$ cat config.mk
export PLATFORM = sky130hd
export DESIGN_NAME = scan_timing_gen
export DESIGN_NICKNAME = d
export VERILOG_FILES = /design/src/rtl/scan_timing_pkg.sv /design/src/rtl/stg_regfile.sv /design/src/rtl/stg_axis.sv /design/src/rtl/scan_timing_gen.sv
export SDC_FILE = /design/constraint.sdc
export NUM_CORES = 1
export LEC_CHECK = 0
export BUFFER_PORTS_ARGS = -buffer_cell sky130_fd_sc_hd__clkbuf_2
export CORE_MARGIN = 3
export CORE_UTILIZATION = 55
export DETAILED_ROUTE_END_ITERATION = 6
export PLACE_DENSITY = 0.7
export SYNTH_ARGS = -nofsm -noshare
export SYNTH_HDL_FRONTEND = slang
export SYNTH_HIERARCHICAL = 1
export SYNTH_SLANG_ARGS = --single-unit
$ cat constraint.sdc
create_clock -name clk -period 15.4 [get_ports clk]
set_input_delay 1.54 -clock clk [delete_from_list [all_inputs] [get_ports clk]]
set_output_delay 1.54 -clock clk [all_outputs]
set_load 0.02 [all_outputs]
$ cat src/rtl/scan_timing_pkg.sv
package scan_timing_pkg;

   localparam int REG_ADDR_W = 3;

   typedef enum logic [REG_ADDR_W-1:0] {
      REG_CTRL   = 3'd0,
      REG_HTIME  = 3'd1,
      REG_VTIME1 = 3'd2,
      REG_VTIME2 = 3'd3,
      REG_SIZE   = 3'd4,
      REG_VACT2  = 3'd5,
      REG_STATUS = 3'd6,
      REG_SPARE  = 3'd7
   } reg_addr_e;

   localparam int CTRL_RUN   = 0;
   localparam int CTRL_ILACE = 1;
   localparam int CTRL_HLOW  = 2;
   localparam int CTRL_VLOW  = 3;
   localparam int CTRL_IRQEN = 4;
   localparam int CTRL_BITS  = 5;

endpackage

$ cat src/rtl/stg_regfile.sv
module stg_regfile
   import scan_timing_pkg::*;
#(
   parameter int CNT_W  = 10,
   parameter int DATA_W = 32
) (
   input  logic                  clk,
   input  logic                  rst_n,
   input  logic                  wr_en_i,
   input  logic [REG_ADDR_W-1:0] wr_addr_i,
   input  logic [DATA_W-1:0]     wr_data_i,
   input  logic                  rd_en_i,
   input  logic [REG_ADDR_W-1:0] rd_addr_i,
   output logic [DATA_W-1:0]     rd_data_o,
   input  logic                  load_i,
   input  logic                  frame_start_i,
   output logic                  run_o,
   output logic                  hlow_o,
   output logic                  vlow_o,
   output logic                  irq_en_o,
   output logic                  irq_o,
   output logic                  sh_ilace_o,
   output logic [3*CNT_W-1:0]    sh_htime_o,
   output logic [3*CNT_W-1:0]    sh_vt1_o,
   output logic [3*CNT_W-1:0]    sh_vt2_o,
   output logic [2*CNT_W-1:0]    sh_size_o,
   output logic [CNT_W-1:0]      sh_vact2_o
);
   localparam int TW = 3 * CNT_W;
   localparam int SW = 2 * CNT_W;

   logic [CTRL_BITS-1:0] ctrl_q;
   logic [TW-1:0]        htime_q, vt1_q, vt2_q;
   logic [SW-1:0]        size_q;
   logic [CNT_W-1:0]     vact2_q;
   logic                 status_q;
   logic [DATA_W-1:0]    rd_mux, rd_q;
   logic                 unused_wdata;

   assign unused_wdata = ^wr_data_i;

   // live registers
   always_ff @(posedge clk or negedge rst_n) begin
      if (!rst_n) begin
         ctrl_q  <= '0;
         htime_q <= '0;
         vt1_q   <= '0;
         vt2_q   <= '0;
         size_q  <= '0;
         vact2_q <= '0;
      end else if (wr_en_i) begin
         case (reg_addr_e'(wr_addr_i))
            REG_CTRL:   ctrl_q  <= wr_data_i[CTRL_BITS-1:0];
            REG_HTIME:  htime_q <= wr_data_i[TW-1:0];
            REG_VTIME1: vt1_q   <= wr_data_i[TW-1:0];
            REG_VTIME2: vt2_q   <= wr_data_i[TW-1:0];
            REG_SIZE:   size_q  <= wr_data_i[SW-1:0];
            REG_VACT2:  vact2_q <= wr_data_i[CNT_W-1:0];
            default: ;
         endcase
      end
   end

   // frame-start flag: a new start wins over a simultaneous clear
   always_ff @(posedge clk or negedge rst_n) begin
      if (!rst_n)
         status_q <= 1'b0;
      else if (frame_start_i && ctrl_q[CTRL_IRQEN])
         status_q <= 1'b1;
      else if (wr_en_i && reg_addr_e'(wr_addr_i) == REG_STATUS && wr_data_i[0])
         status_q <= 1'b0;
   end

   // shadow copy used by the counters
   always_ff @(posedge clk or negedge rst_n) begin
      if (!rst_n) begin
         sh_ilace_o <= 1'b0;
         sh_htime_o <= '0;
         sh_vt1_o   <= '0;
         sh_vt2_o   <= '0;
         sh_size_o  <= '0;
         sh_vact2_o <= '0;
      end else if (load_i) begin
         sh_ilace_o <= ctrl_q[CTRL_ILACE];
         sh_htime_o <= htime_q;
         sh_vt1_o   <= vt1_q;
         sh_vt2_o   <= vt2_q;
         sh_size_o  <= size_q;
         sh_vact2_o <= vact2_q;
      end
   end

   always_comb begin
      rd_mux = '0;
      case (reg_addr_e'(rd_addr_i))
         REG_CTRL:   rd_mux[CTRL_BITS-1:0] = ctrl_q;
         REG_HTIME:  rd_mux[TW-1:0]        = htime_q;
         REG_VTIME1: rd_mux[TW-1:0]        = vt1_q;
         REG_VTIME2: rd_mux[TW-1:0]        = vt2_q;
         REG_SIZE:   rd_mux[SW-1:0]        = size_q;
         REG_VACT2:  rd_mux[CNT_W-1:0]     = vact2_q;
         REG_STATUS: rd_mux[0]             = status_q;
         default: ;
      endcase
   end

   always_ff @(posedge clk or negedge rst_n) begin
      if (!rst_n)
         rd_q <= '0;
      else if (rd_en_i)
         rd_q <= rd_mux;
   end

   assign rd_data_o = rd_q;
   assign run_o     = ctrl_q[CTRL_RUN];
   assign hlow_o    = ctrl_q[CTRL_HLOW];
   assign vlow_o    = ctrl_q[CTRL_VLOW];
   assign irq_en_o  = ctrl_q[CTRL_IRQEN];
   assign irq_o     = status_q;

endmodule

$ cat src/rtl/stg_axis.sv
module stg_axis #(
   parameter int CNT_W = 10
) (
   input  logic             clk,
   input  logic             rst_n,
   input  logic             run_i,
   input  logic             step_i,
   input  logic [CNT_W-1:0] sync_m1_i,
   input  logic [CNT_W-1:0] back_m1_i,
   input  logic [CNT_W-1:0] act_m1_i,
   input  logic [CNT_W-1:0] front_m1_i,
   output logic             wrap_o,
   output logic             zero_o,
   output logic             in_sync_o,
   output logic             in_act_o
);
   localparam int POS_W = CNT_W + 2;

   logic [POS_W-1:0] pos_q, act_lo, act_hi, last_pos;
   logic             at_last;

   // position layout: sync, back porch, active, front porch
   always_comb begin
      act_lo   = POS_W'(sync_m1_i) + POS_W'(back_m1_i) + POS_W'(2);
      act_hi   = act_lo + POS_W'(act_m1_i) + POS_W'(1);
      last_pos = act_hi + POS_W'(front_m1_i);
   end

   assign at_last = (pos_q == last_pos);

   always_ff @(posedge clk or negedge rst_n) begin
      if (!rst_n)
         pos_q <= '0;
      else if (!run_i)
         pos_q <= '0;
      else if (step_i)
         pos_q <= at_last ? '0 : pos_q + POS_W'(1);
   end

   assign wrap_o    = run_i & step_i & at_last;
   assign zero_o    = (pos_q == '0);
   assign in_sync_o = (pos_q <= POS_W'(sync_m1_i));
   assign in_act_o  = (pos_q >= act_lo) && (pos_q < act_hi);

endmodule

$ cat src/rtl/scan_timing_gen.sv
module scan_timing_gen
   import scan_timing_pkg::*;
#(
   parameter int CNT_W   = 10,
   parameter int DATA_W  = 32,
   parameter bit REG_OUT = 1'b0
) (
   input  logic                  clk,
   input  logic                  rst_n,
   input  logic                  wr_en,
   input  logic [REG_ADDR_W-1:0] wr_addr,
   input  logic [DATA_W-1:0]     wr_data,
   input  logic                  rd_en,
   input  logic [REG_ADDR_W-1:0] rd_addr,
   output logic [DATA_W-1:0]     rd_data,
   output logic                  hsync_o,
   output logic                  vsync_o,
   output logic                  de_o,
   output logic                  blank_o,
   output logic                  field_o,
   output logic                  frame_start_o,
   output logic                  irq_o
);
   localparam int TW    = 3 * CNT_W;
   localparam int SW    = 2 * CNT_W;
   localparam int STG_W = 11;

   if (TW > DATA_W) begin : g_bad_width
      $error("scan_timing_gen: DATA_W must hold three timing fields");
   end
   if (CNT_W < 2) begin : g_bad_cnt
      $error("scan_timing_gen: CNT_W must be at least 2");
   end

   logic run, hlow, vlow, irq_en, irq_raw, sh_ilace, load, field_q, frame_start;
   logic [TW-1:0]    sh_htime, sh_vt1, sh_vt2, vt_sel;
   logic [SW-1:0]    sh_size;
   logic [CNT_W-1:0] sh_vact2, vact_sel;
   logic h_wrap, h_zero, h_sync, h_act, v_wrap, v_zero, v_sync, v_act;
   logic de_raw;
   logic [STG_W-1:0] stg_in, stg_out;
   logic run_v, hlow_v, vlow_v, irqen_v;

   stg_regfile #(.CNT_W(CNT_W), .DATA_W(DATA_W)) u_regs (
      .clk(clk), .rst_n(rst_n),
      .wr_en_i(wr_en), .wr_addr_i(wr_addr), .wr_data_i(wr_data),
      .rd_en_i(rd_en), .rd_addr_i(rd_addr), .rd_data_o(rd_data),
      .load_i(load), .frame_start_i(frame_start),
      .run_o(run), .hlow_o(hlow), .vlow_o(vlow), .irq_en_o(irq_en), .irq_o(irq_raw),
      .sh_ilace_o(sh_ilace), .sh_htime_o(sh_htime), .sh_vt1_o(sh_vt1),
      .sh_vt2_o(sh_vt2), .sh_size_o(sh_size), .sh_vact2_o(sh_vact2)
   );

   stg_axis #(.CNT_W(CNT_W)) u_hor (
      .clk(clk), .rst_n(rst_n), .run_i(run), .step_i(1'b1),
      .sync_m1_i(sh_htime[CNT_W-1:0]), .back_m1_i(sh_htime[SW-1:CNT_W]),
      .act_m1_i(sh_size[CNT_W-1:0]), .front_m1_i(sh_htime[TW-1:SW]),
      .wrap_o(h_wrap), .zero_o(h_zero), .in_sync_o(h_sync), .in_act_o(h_act)
   );

   assign vt_sel   = field_q ? sh_vt2 : sh_vt1;
   assign vact_sel = field_q ? sh_vact2 : sh_size[SW-1:CNT_W];

   stg_axis #(.CNT_W(CNT_W)) u_ver (
      .clk(clk), .rst_n(rst_n), .run_i(run), .step_i(h_wrap),
      .sync_m1_i(vt_sel[CNT_W-1:0]), .back_m1_i(vt_sel[SW-1:CNT_W]),
      .act_m1_i(vact_sel), .front_m1_i(vt_sel[TW-1:SW]),
      .wrap_o(v_wrap), .zero_o(v_zero), .in_sync_o(v_sync), .in_act_o(v_act)
   );

   // field sequencing; shadow reload when idle or before a first field
   always_ff @(posedge clk or negedge rst_n) begin
      if (!rst_n)
         field_q <= 1'b0;
      else if (!run)
         field_q <= 1'b0;
      else if (v_wrap)
         field_q <= sh_ilace & ~field_q;
   end

   assign load        = ~run | (v_wrap & (field_q | ~sh_ilace));
   assign frame_start = run & h_zero & v_zero;
   assign de_raw      = run & h_act & v_act;

   assign stg_in = {irq_en, vlow, hlow, run, irq_raw, frame_start, run & field_q,
                    run & ~de_raw, de_raw, (run & v_sync) ^ vlow, (run & h_sync) ^ hlow};

   if (REG_OUT) begin : g_out_reg
      always_ff @(posedge clk or negedge rst_n) begin
         if (!rst_n)
            stg_out <= '0;
         else
            stg_out <= stg_in;
      end
   end else begin : g_out_comb
      assign stg_out = stg_in;
   end

   assign {irqen_v, vlow_v, hlow_v, run_v, irq_o, frame_start_o, field_o,
           blank_o, de_o, vsync_o, hsync_o} = stg_out;

endmodule

==> results.yml, run 1 <==
yosys:
  synth_compound_area_share_pct: 11.3
  synth_xor_area_share_pct: 3.89
  synth-edff-count: 0
  synthSimpleGateAreaFrac_pct: 9.16
  ys_ff_latch: 302
  synth_top_area_share_pct: 40.4
  async_reset_ff_share_pct: 100
  synth_top_family_by_area: "multiplexers"
  synth_area_leaders: "dfrtp_1 40%, mux2_2 14%, ha_1 10%"
  ys_top_cells_by_count: "302 x dfrtp_1, 226 x mux2_2, 150 x ha_1, 103 x inv_1, 77 x nor2_1"
  synthDistinctLibCells: 100
  syn_area_mm2: 0.0187
  ys_warn_count: 6
  synth-main-ff-cell: "dfrtp_1"
  synthCells: 1641
  syn_avg_cell_area_um2: 11.4
  yosysMostFrequentCell: "dfrtp_1"
  seq_area_frac_synth_pct: 40.4
  synth_top_cell_by_area: "dfrtp_1"
  synthMuxAreaShare_pct: 20.3
  yosys.area_share.adder_pct: 10.7
critical_path:
  crit_fanout: 59
  worstSetupPathType: "flip-flop to flip-flop"
  startpoint: "field_q"
  path_depth: 31
  cp-start-kind: "flip-flop"
  cp.arrival_ns: 9.66
  path_buf_inv: 7
  worstSetupEndpointType: "flip-flop"
  rr_startpoint: "field_q"
  slowest_stage: "buf_4"
  required_ns: 15.79
  cpPeakStageDelay_ns: 0.72
  crit_family: "buffers and inverters"
  r2r.worst_path.cells: 31
drt:
  drt_iter0_markers: 850
  dr.pass1.iters: 5
  antenna_left: 0
  wl_per_cell_um: 22.3
  post-route-drc-count: 0
  viasPerCell: 6.01
  routed-via-count: 13119
  routed_wl_mm: 48.6
clock_network:
  cts_root_buffer: "clkbuf_16"
  numCtsBuffers: 35
  cts.reportedPaths.clkPinSlew_ns: 0.06
  cts.htree.levels: 2
  cts_resized: 0
  cts.sinks: 302
  clock_latency_ns: 0.53
  post_cts_buffers: 0
  clock_path_buffers: 3
  cts_tree: "yes"
  holdBufCountCts: 0
floorplan:
  fp.coreArea_mm2: 0.0330
  dieArea_mm2: 0.0363
  die_h_um: 190
  fp.dieW_um: 190
  initial_core_util_pct: 56.6
  ioPinCount: 81
  rows: 66
timing:
  finClkSkew_ns: 0.0231
  min_period_over_period_pct: 60.2
  max_freq_mhz: 108
  slew_headroom_pct: 16.0
  hold_violations: 0
  fin_crit_ns: 9.28
  tns_ns: 0
  rsz0062_at_grt: "false"
  tightest_slew_ns: 1.26
  slew_violations: 0
  setup_viol: 0
finish:
  nets: 1912
  drive_gt1_share_pct: 26.1
  nFillCells: 2683
  areaGrowthSynthToFinish_pct: 9.91
  fin_cells: 2182
global_routing:
  grt_pass1_wl_mm: 77.2
  grt_max_degree: 107
  grt_overflow: 0
  grt_pass1_vias: 13461
  globalRouteTotalUtil_pct: 27.3
  antenna_found_initial: 2
placed_design:
  numPortBuffers: 76
  gp_congestion: 0.919
  dp_cells: 2119
  hpwl_mm: 34.9
flow_run:
  cap_violations: 0
worst_hold_path:
  hold_class: "flip-flop to flip-flop"
  holdPathStages: 1
  worstHoldStart: "u_regs/rd_data_o[11]"
run_status:
  status: "finished clean"
## cell families after synthesis
| group | after synthesis |
|---|---|
| AOI/OAI and AO/OA | 291 |
| adders and majority gates | 156 |
| muxes | 328 |
| other | 2 |
| DFF | 302 |
| and+or+nand+nor | 318 |
| xor gates and xnor gates | 83 |
| buffers and inverters | 161 |
## cell usage in the layout, fill, tap and decap left out, types with 5 or more instances in the layout
master and instances:
o2bb2ai_1 22, o22a_1 7, a221oi_1 8, a22oi_1 10, or2_2 6, fa_1 6, nand2_1 62, xor2_1 26
mux2_4 39, clkbuf_1 8, mux2_2 226, a21oi_1 64, clkbuf_8 9, nand2b_1 14, inv_1 103, mux2_1 32
ha_1 150, nor2_1 77, clkbuf_2 75, and2_1 6, dfrtp_1 301, nor3_1 18, o221ai_1 5, xnor2_1 57
a21o_1 22, nand4b_1 6, o21a_1 35, o21ai_0 38, nand3_1 21, nor4_1 10, nand4_1 19, clkbuf_16 35
o211ai_1 8, buf_4 17, and3_1 15, mux2i_1 31, nor2b_1 23, a31oi_1 9, o31ai_1 5
## state kept, by name (all words and copies together), names as in the netlist, 5 cells and up
name,count
u_regs/ctrl_q,5
u_regs/sh_size_o,20
u_regs/vt2_q,30
u_regs/sh_vt1_o,30
u_regs/size_q,20
u_regs/vt1_q,30
u_regs/sh_vact2_o,10
u_hor/pos_q,12
u_regs/sh_htime_o,30
u_regs/rd_data_o,30
u_regs/sh_vt2_o,30
u_ver/pos_q,12
u_regs/htime_q,30
u_regs/vact2_q,10
## routing by layer
metal / part of all wire (%) / global-route usage, % / up-vias
li1: - / - / 6115
met1: 46 / 38.1 / 6604
met2: 46 / 44.8 / 327
met3: 4.6 / 3.77 / 71
met4: 3.0 / 7.82 / 2
met5: 0.027 / 0 / -
## cell type report
class	count	area, um^2	area share, %
diodes	1	2.50	0.0122
clock buffers	52	1030	5.01
clock inverters	10	113	0.548
inverters	103	387	1.88
multi-input cells	1179	10400	50.6
flip-flops and latches	302	7560	36.8
well taps	442	553	2.69
repair buffers	93	518	2.52
## stage by stage
| step | utilization [%] | hold WS [ns] | worst slack, ns | cell area, um^2 |
|---|---|---|---|---|
| floorplan | - | 0.467 | 8.78 | 18700 |
| global placement | 58.8 | 0.468 | 6.31 | 19400 |
| detailed placement | 58.8 | 0.470 | 6.21 | 19400 |
| CTS | 62.2 | 0.484 | 6.19 | 20600 |
| global route | 62.2 | 0.500 | 5.63 | 20600 |
| finish | 62.2 | 0.481 | 6.12 | 20600 |
## worst paths after layout
path / slack (ns) / to
setup / recovery: 6.12 / u_regs/sh_vt1_o[26]
hold / removal: 0.48 / u_regs/rd_data_o[11]
setup reg to reg: 6.12 / u_regs/sh_vt1_o[26]
hold reg to reg: 0.48 / u_regs/rd_data_o[11]
max in group asynchronous: 12.04 / u_regs/sh_size_o[6]
min in group asynchronous: 1.08 / u_regs/vt1_q[23]
## worst register-to-register path: cells and delay by family (launching register included)
family,cells,cell delay (ns)
XOR/XNOR,2,0.45
multiplexers,2,0.87
adder cells (fa/ha/maj),5,1.55
buffers and inverters,7,2.47
flip-flops,1,0.68
AND/OR/NAND/NOR,5,0.78
AO/OA/AOI/OAI,10,2.39
Power of run 1 is left out: the tool's default activity adds up to more than one toggle a clock period on the data nets, which glitch-free logic cannot reach.
==> run 2, diff against run 1 <==
Settings changed: PLACE_DENSITY 0.7 to 0.73.
Clock period 15.4 ns to 8.4 ns, I/O delays scaled along.
==> run 2 against run 1 <==
Clock skew is essentially flat. Critical endpoint is now de_o. Routed wire length decreased by 5.3%. Final area shrank 0.58%.
==> results.yml, run 2 (synthesis results as in run 1) <==
run_status:
  status: "finished clean"
timing:
  finClkSkew_ns: 0.0230
  slew_violations: 0
  tns_ns: 0
  max_freq_mhz: 131
  setup_viol: 0
  whs_ns: 0.298
  min_period_over_period_pct: 90.5
  tightest_slew_ns: 1.14
  slew_headroom_pct: 23.5
  hold_violations: 0
  fin_crit_ns: 7.61
  rsz0062_at_grt: "false"
finish:
  final_cell_mix: "301 x dfrtp_1, 226 x mux2_2, 150 x ha_1"
  drive_gt1_share_pct: 25.7
  nets: 1910
  final_core_util_pct: 61.9
  layout_commonest_cell: "dfrtp_1"
  areaGrowthSynthToFinish_pct: 9.27
  nFillCells: 2727
floorplan:
  die_h_um: 190
  dieArea_mm2: 0.0363
  fp.coreArea_mm2: 0.0330
  initial_core_util_pct: 56.6
  rows: 66
  ioPinCount: 81
  fp.dieW_um: 190
drt:
  routed_wl_mm: 46.0
  post-route-drc-count: 0
  dr.pass1.iters: 5
  antenna_left: 0
  drt_iter0_markers: 867
  viasPerCell: 6.01
  wl_per_cell_um: 21.2
  routed-via-count: 13069
clock_network:
  clock_latency_ns: 0.58
  cts.reportedPaths.clkPinSlew_ns: 0.06
  numCtsBuffers: 31
  cts.htree.levels: 1
  holdBufCountCts: 0
  cts_root_buffer: "clkbuf_16"
  clock_path_buffers: 3
  cts.sinks: 302
  cts_resized: 0
  post_cts_buffers: 0
  cts_tree: "yes"
global_routing:
  grt_overflow: 0
  antenna_found_initial: 2
  grt_pass1_wl_mm: 73.8
  grt_max_degree: 99
  grt_pass1_vias: 13388
  globalRouteTotalUtil_pct: 25.7
critical_path:
  crit_fanout: 16
  critical_path.most_common_cell: "a21oi_1"
  path_depth: 26
  regToRegSetupSlack_ns: 0.92
  slowest_stage: "dfrtp_2"
  path_buf_inv: 4
  rr_startpoint: "field_q"
  cp.arrival_ns: 6.77
  worstSetupEndpointType: "output pin"
  required_ns: 7.56
  worstSetupPathType: "flip-flop to output pin"
  crit_family: "compound AO/OA/AOI/OAI gates"
  reg2reg_to: "u_regs/sh_vt1_o[16]"
  r2r.worst_path.cells: 28
  cp-start-kind: "flip-flop"
  cpPeakStageDelay_ns: 0.72
flow_run:
  cap_violations: 0
placed_design:
  numPortBuffers: 76
  hpwl_mm: 33.3
  gp_congestion: 0.857
worst_hold_path:
  hold_class: "input port to async pin"
[run 2: worst register-to-register path, delay by kind of cell, from the launching register on]
| family | cells | cell delay [ns] |
|---|---|---|
| AO/OA/AOI/OAI | 8 | 1.52 |
| XOR/XNOR | 3 | 0.64 |
| adder cells (fa/ha/maj) | 5 | 1.46 |
| AND/OR/NAND/NOR | 6 | 1.21 |
| multiplexers | 2 | 0.82 |
| buffers and inverters | 4 | 1.00 |
| flip-flops | 1 | 0.72 |
[run 2: layout make-up]
cell class	count	area, um^2	share of cell area (%)
tap	442	553	2.71
timing repair buffer	95	546	2.67
sequential	302	7560	37.0
clock buffer	49	943	4.62
clock inverter	3	55.1	0.269
inverter	103	387	1.89
multi-input combinational	1179	10400	50.8
antenna	1	2.50	0.0122
[run 2: worst max path at each step]
stage,from,endpoint,slack [ns]
finish,field_q,de_o,0.79
global placement,field_q,u_regs/sh_htime_o[17],1.09
global route,field_q,u_regs/sh_htime_o[13],0.36
floorplan,field_q,u_regs/sh_htime_o[0],1.78
detailed placement,field_q,u_regs/sh_size_o[6],0.98
CTS,field_q,de_o,0.76
[run 2: per-layer routing]
metal / vias up / part of all wire, % / GRT usage (%)
li1: 6111 / - / -
met1: 6552 / 46 / 36.3
met2: 333 / 46 / 41.8
met3: 71 / 4.7 / 3.07
met4: 2 / 3.5 / 8.19
met5: - / 0.037 / 0
[run 2: per-stage QoR]
stage	setup WS (ns)	instances	instance area [um^2]
6_report	0.795	2174	20400
5_1_grt	0.364	2173	20400
3_5_place_dp	0.983	2121	19400
2_1_floorplan	1.78	1642	18700
4_1_cts	0.755	2173	20400
3_3_place_gp	1.09	2121	19400
Power of run 2 is left out for the same reason.
==> run 3, diff against run 2 <==
Settings changed: BUFFER_PORTS_ARGS -buffer_cell sky130_fd_sc_hd__clkbuf_2 to -buffer_cell sky130_fd_sc_hd__buf_2, CORE_UTILIZATION 55 to 50, GPL_ROUTABILITY_DRIVEN set to 0, PLACE_DENSITY 0.73 to 0.67.
==> run 3 against run 2 <==
Global-route usage decreased by 1.9 points. Final area increased by 0.99%. Sequential share of layout area decreased by 0.36 points. Via count about the same. Register-to-register slack got worse by 0.17 ns. Worst hold slack improved by 0.046 ns. Count of clock-buffer cells in the layout increased by 3. Die area increased by 9.7%. Routed wire length increased by 1.1%.
==> results.yml, run 3 (synthesis results as in run 1) <==
clock_network:
  cts.htree.levels: 2
  clock_path_buffers: 3
  cts_resized: 0
  post_cts_buffers: 0
  cts.sinks: 302
  clock_latency_ns: 0.53
  cts.reportedPaths.clkPinSlew_ns: 0.06
  numCtsBuffers: 35
  holdBufCountCts: 0
  cts_tree: "yes"
  cts_root_buffer: "clkbuf_16"
timing:
  finClkSkew_ns: 0.0252
  fin_crit_ns: 7.65
  slew_violations: 0
  min_period_over_period_pct: 91.1
  max_freq_mhz: 131
  tns_ns: 0
  slew_headroom_pct: 23.3
  setup_viol: 0
  tightest_slew_ns: 1.14
  hold_violations: 0
  rsz0062_at_grt: "false"
floorplan:
  initial_core_util_pct: 51.0
  fp.dieW_um: 199
  die_h_um: 199
  rows: 70
  fp.coreArea_mm2: 0.0367
  dieArea_mm2: 0.0398
  ioPinCount: 81
critical_path:
  critical_path.most_common_cell: "a21oi_1"
  cpPeakStageDelay_ns: 0.76
  cp-start-kind: "flip-flop"
  cp.arrival_ns: 6.81
  path_buf_inv: 3
  slowest_stage: "dfrtp_2"
  crit_family: "compound AO/OA/AOI/OAI gates"
  worstSetupEndpointType: "output pin"
  worstSetupPathType: "flip-flop to output pin"
  required_ns: 7.56
  crit_fanout: 18
placed_design:
  hpwl_mm: 33.9
  numPortBuffers: 76
finish:
  layout_commonest_cell: "dfrtp_1"
  final_cell_mix: "301 x dfrtp_1, 226 x mux2_2, 150 x ha_1"
  drive_gt1_share_pct: 26.3
  seq_area_mm2: 0.00756
  nets: 1914
  nFillCells: 3068
  multiInputGateArea_mm2: 0.0104
  final_core_util_pct: 56.2
  areaGrowthSynthToFinish_pct: 10.4
drt:
  viasPerCell: 5.91
  post-route-drc-count: 0
  antenna_left: 0
  routed_wl_mm: 46.5
  wl_per_cell_um: 21.0
  dr.pass1.iters: 5
  drt_iter0_markers: 926
  routed-via-count: 13079
global_routing:
  grt_pass1_vias: 13361
  grt_overflow: 0
  globalRouteTotalUtil_pct: 23.8
  grt_max_degree: 103
  grt_pass1_wl_mm: 74.1
  antenna_found_initial: 2
run_status:
  status: "finished clean"
worst_hold_path:
  hold_class: "input port to async pin"
flow_run:
  cap_violations: 0
## run 3: path summary, 6_finish.rpt
path / startpoint / end / slack, ns / cells past startpoint
worst max-delay path: field_q / de_o / 0.75 / 28
worst min-delay path: rst_n / u_ver/pos_q[11] / 0.34 / 1
worst max register to register: field_q / u_regs/sh_vt1_o[14] / 0.75 / 27
worst min register to register: u_regs/rd_data_o[26] / u_regs/rd_data_o[26] / 0.48 / 1
max in group asynchronous: rst_n / u_regs/rd_data_o[13] / 6.56 / 2
min in group clk: u_regs/rd_data_o[26] / u_regs/rd_data_o[26] / 0.48 / 1
## run 3: area by class of cell
| cell class | count | area share (%) |
|---|---|---|
| multi-input combinational | 1179 | 50.3 |
| timing repair buffer | 95 | 2.76 |
| sequential | 302 | 36.6 |
| clock inverter | 12 | 0.449 |
| inverter | 103 | 1.87 |
| antenna | 1 | 0.0121 |
| clock buffer | 52 | 5.09 |
| tap | 468 | 2.84 |
## run 3: per-layer routing
| layer | vias up | global-route usage [%] | share of wire [%] |
|---|---|---|---|
| met5 | - | 0 | 0.028 |
| met4 | 2 | 8.43 | 4.0 |
| met3 | 85 | 4.45 | 5.5 |
| met2 | 316 | 37.9 | 45 |
| met1 | 6545 | 32.8 | 46 |
| li1 | 6131 | - | - |
## run 3: worst reg2reg max path, cell delays in order, from the launching register on
cell       delay, ns
dfrtp_2         0.76
buf_4           0.40
mux2_4          0.37
ha_1            0.23
ha_1            0.20
inv_1           0.07
fa_1            0.20
nor2b_1         0.07
o21ai_0         0.16
nand2b_1        0.10
xor2_1          0.17
ha_1            0.25
or4_4           0.49
o21ba_4         0.23
xor2_1          0.20
ha_1            0.27
or4_1           0.47
o21ai_1         0.13
a311o_1         0.20
a21oi_1         0.09
a2111oi_2       0.65
o211ai_1        0.26
nand2_1         0.11
and4_1          0.26
inv_1           0.10
o21ai_4         0.35
buf_12          0.31
mux2_2          0.42
## run 3: per-stage QoR
| stage | hold WS (ns) | cells | setup WS [ns] | area [um^2] |
|---|---|---|---|---|
| floorplan | 0.467 | 1642 | 1.78 | 18700 |
| finish | 0.345 | 2212 | 0.748 | 20600 |
| global placement | 0.464 | 2147 | 0.984 | 19500 |
| global route | 0.414 | 2211 | 0.419 | 20600 |
| detailed placement | 0.467 | 2147 | 0.841 | 19500 |
| CTS | 0.398 | 2211 | 0.772 | 20600 |
Power of run 3 is left out for the same reason.
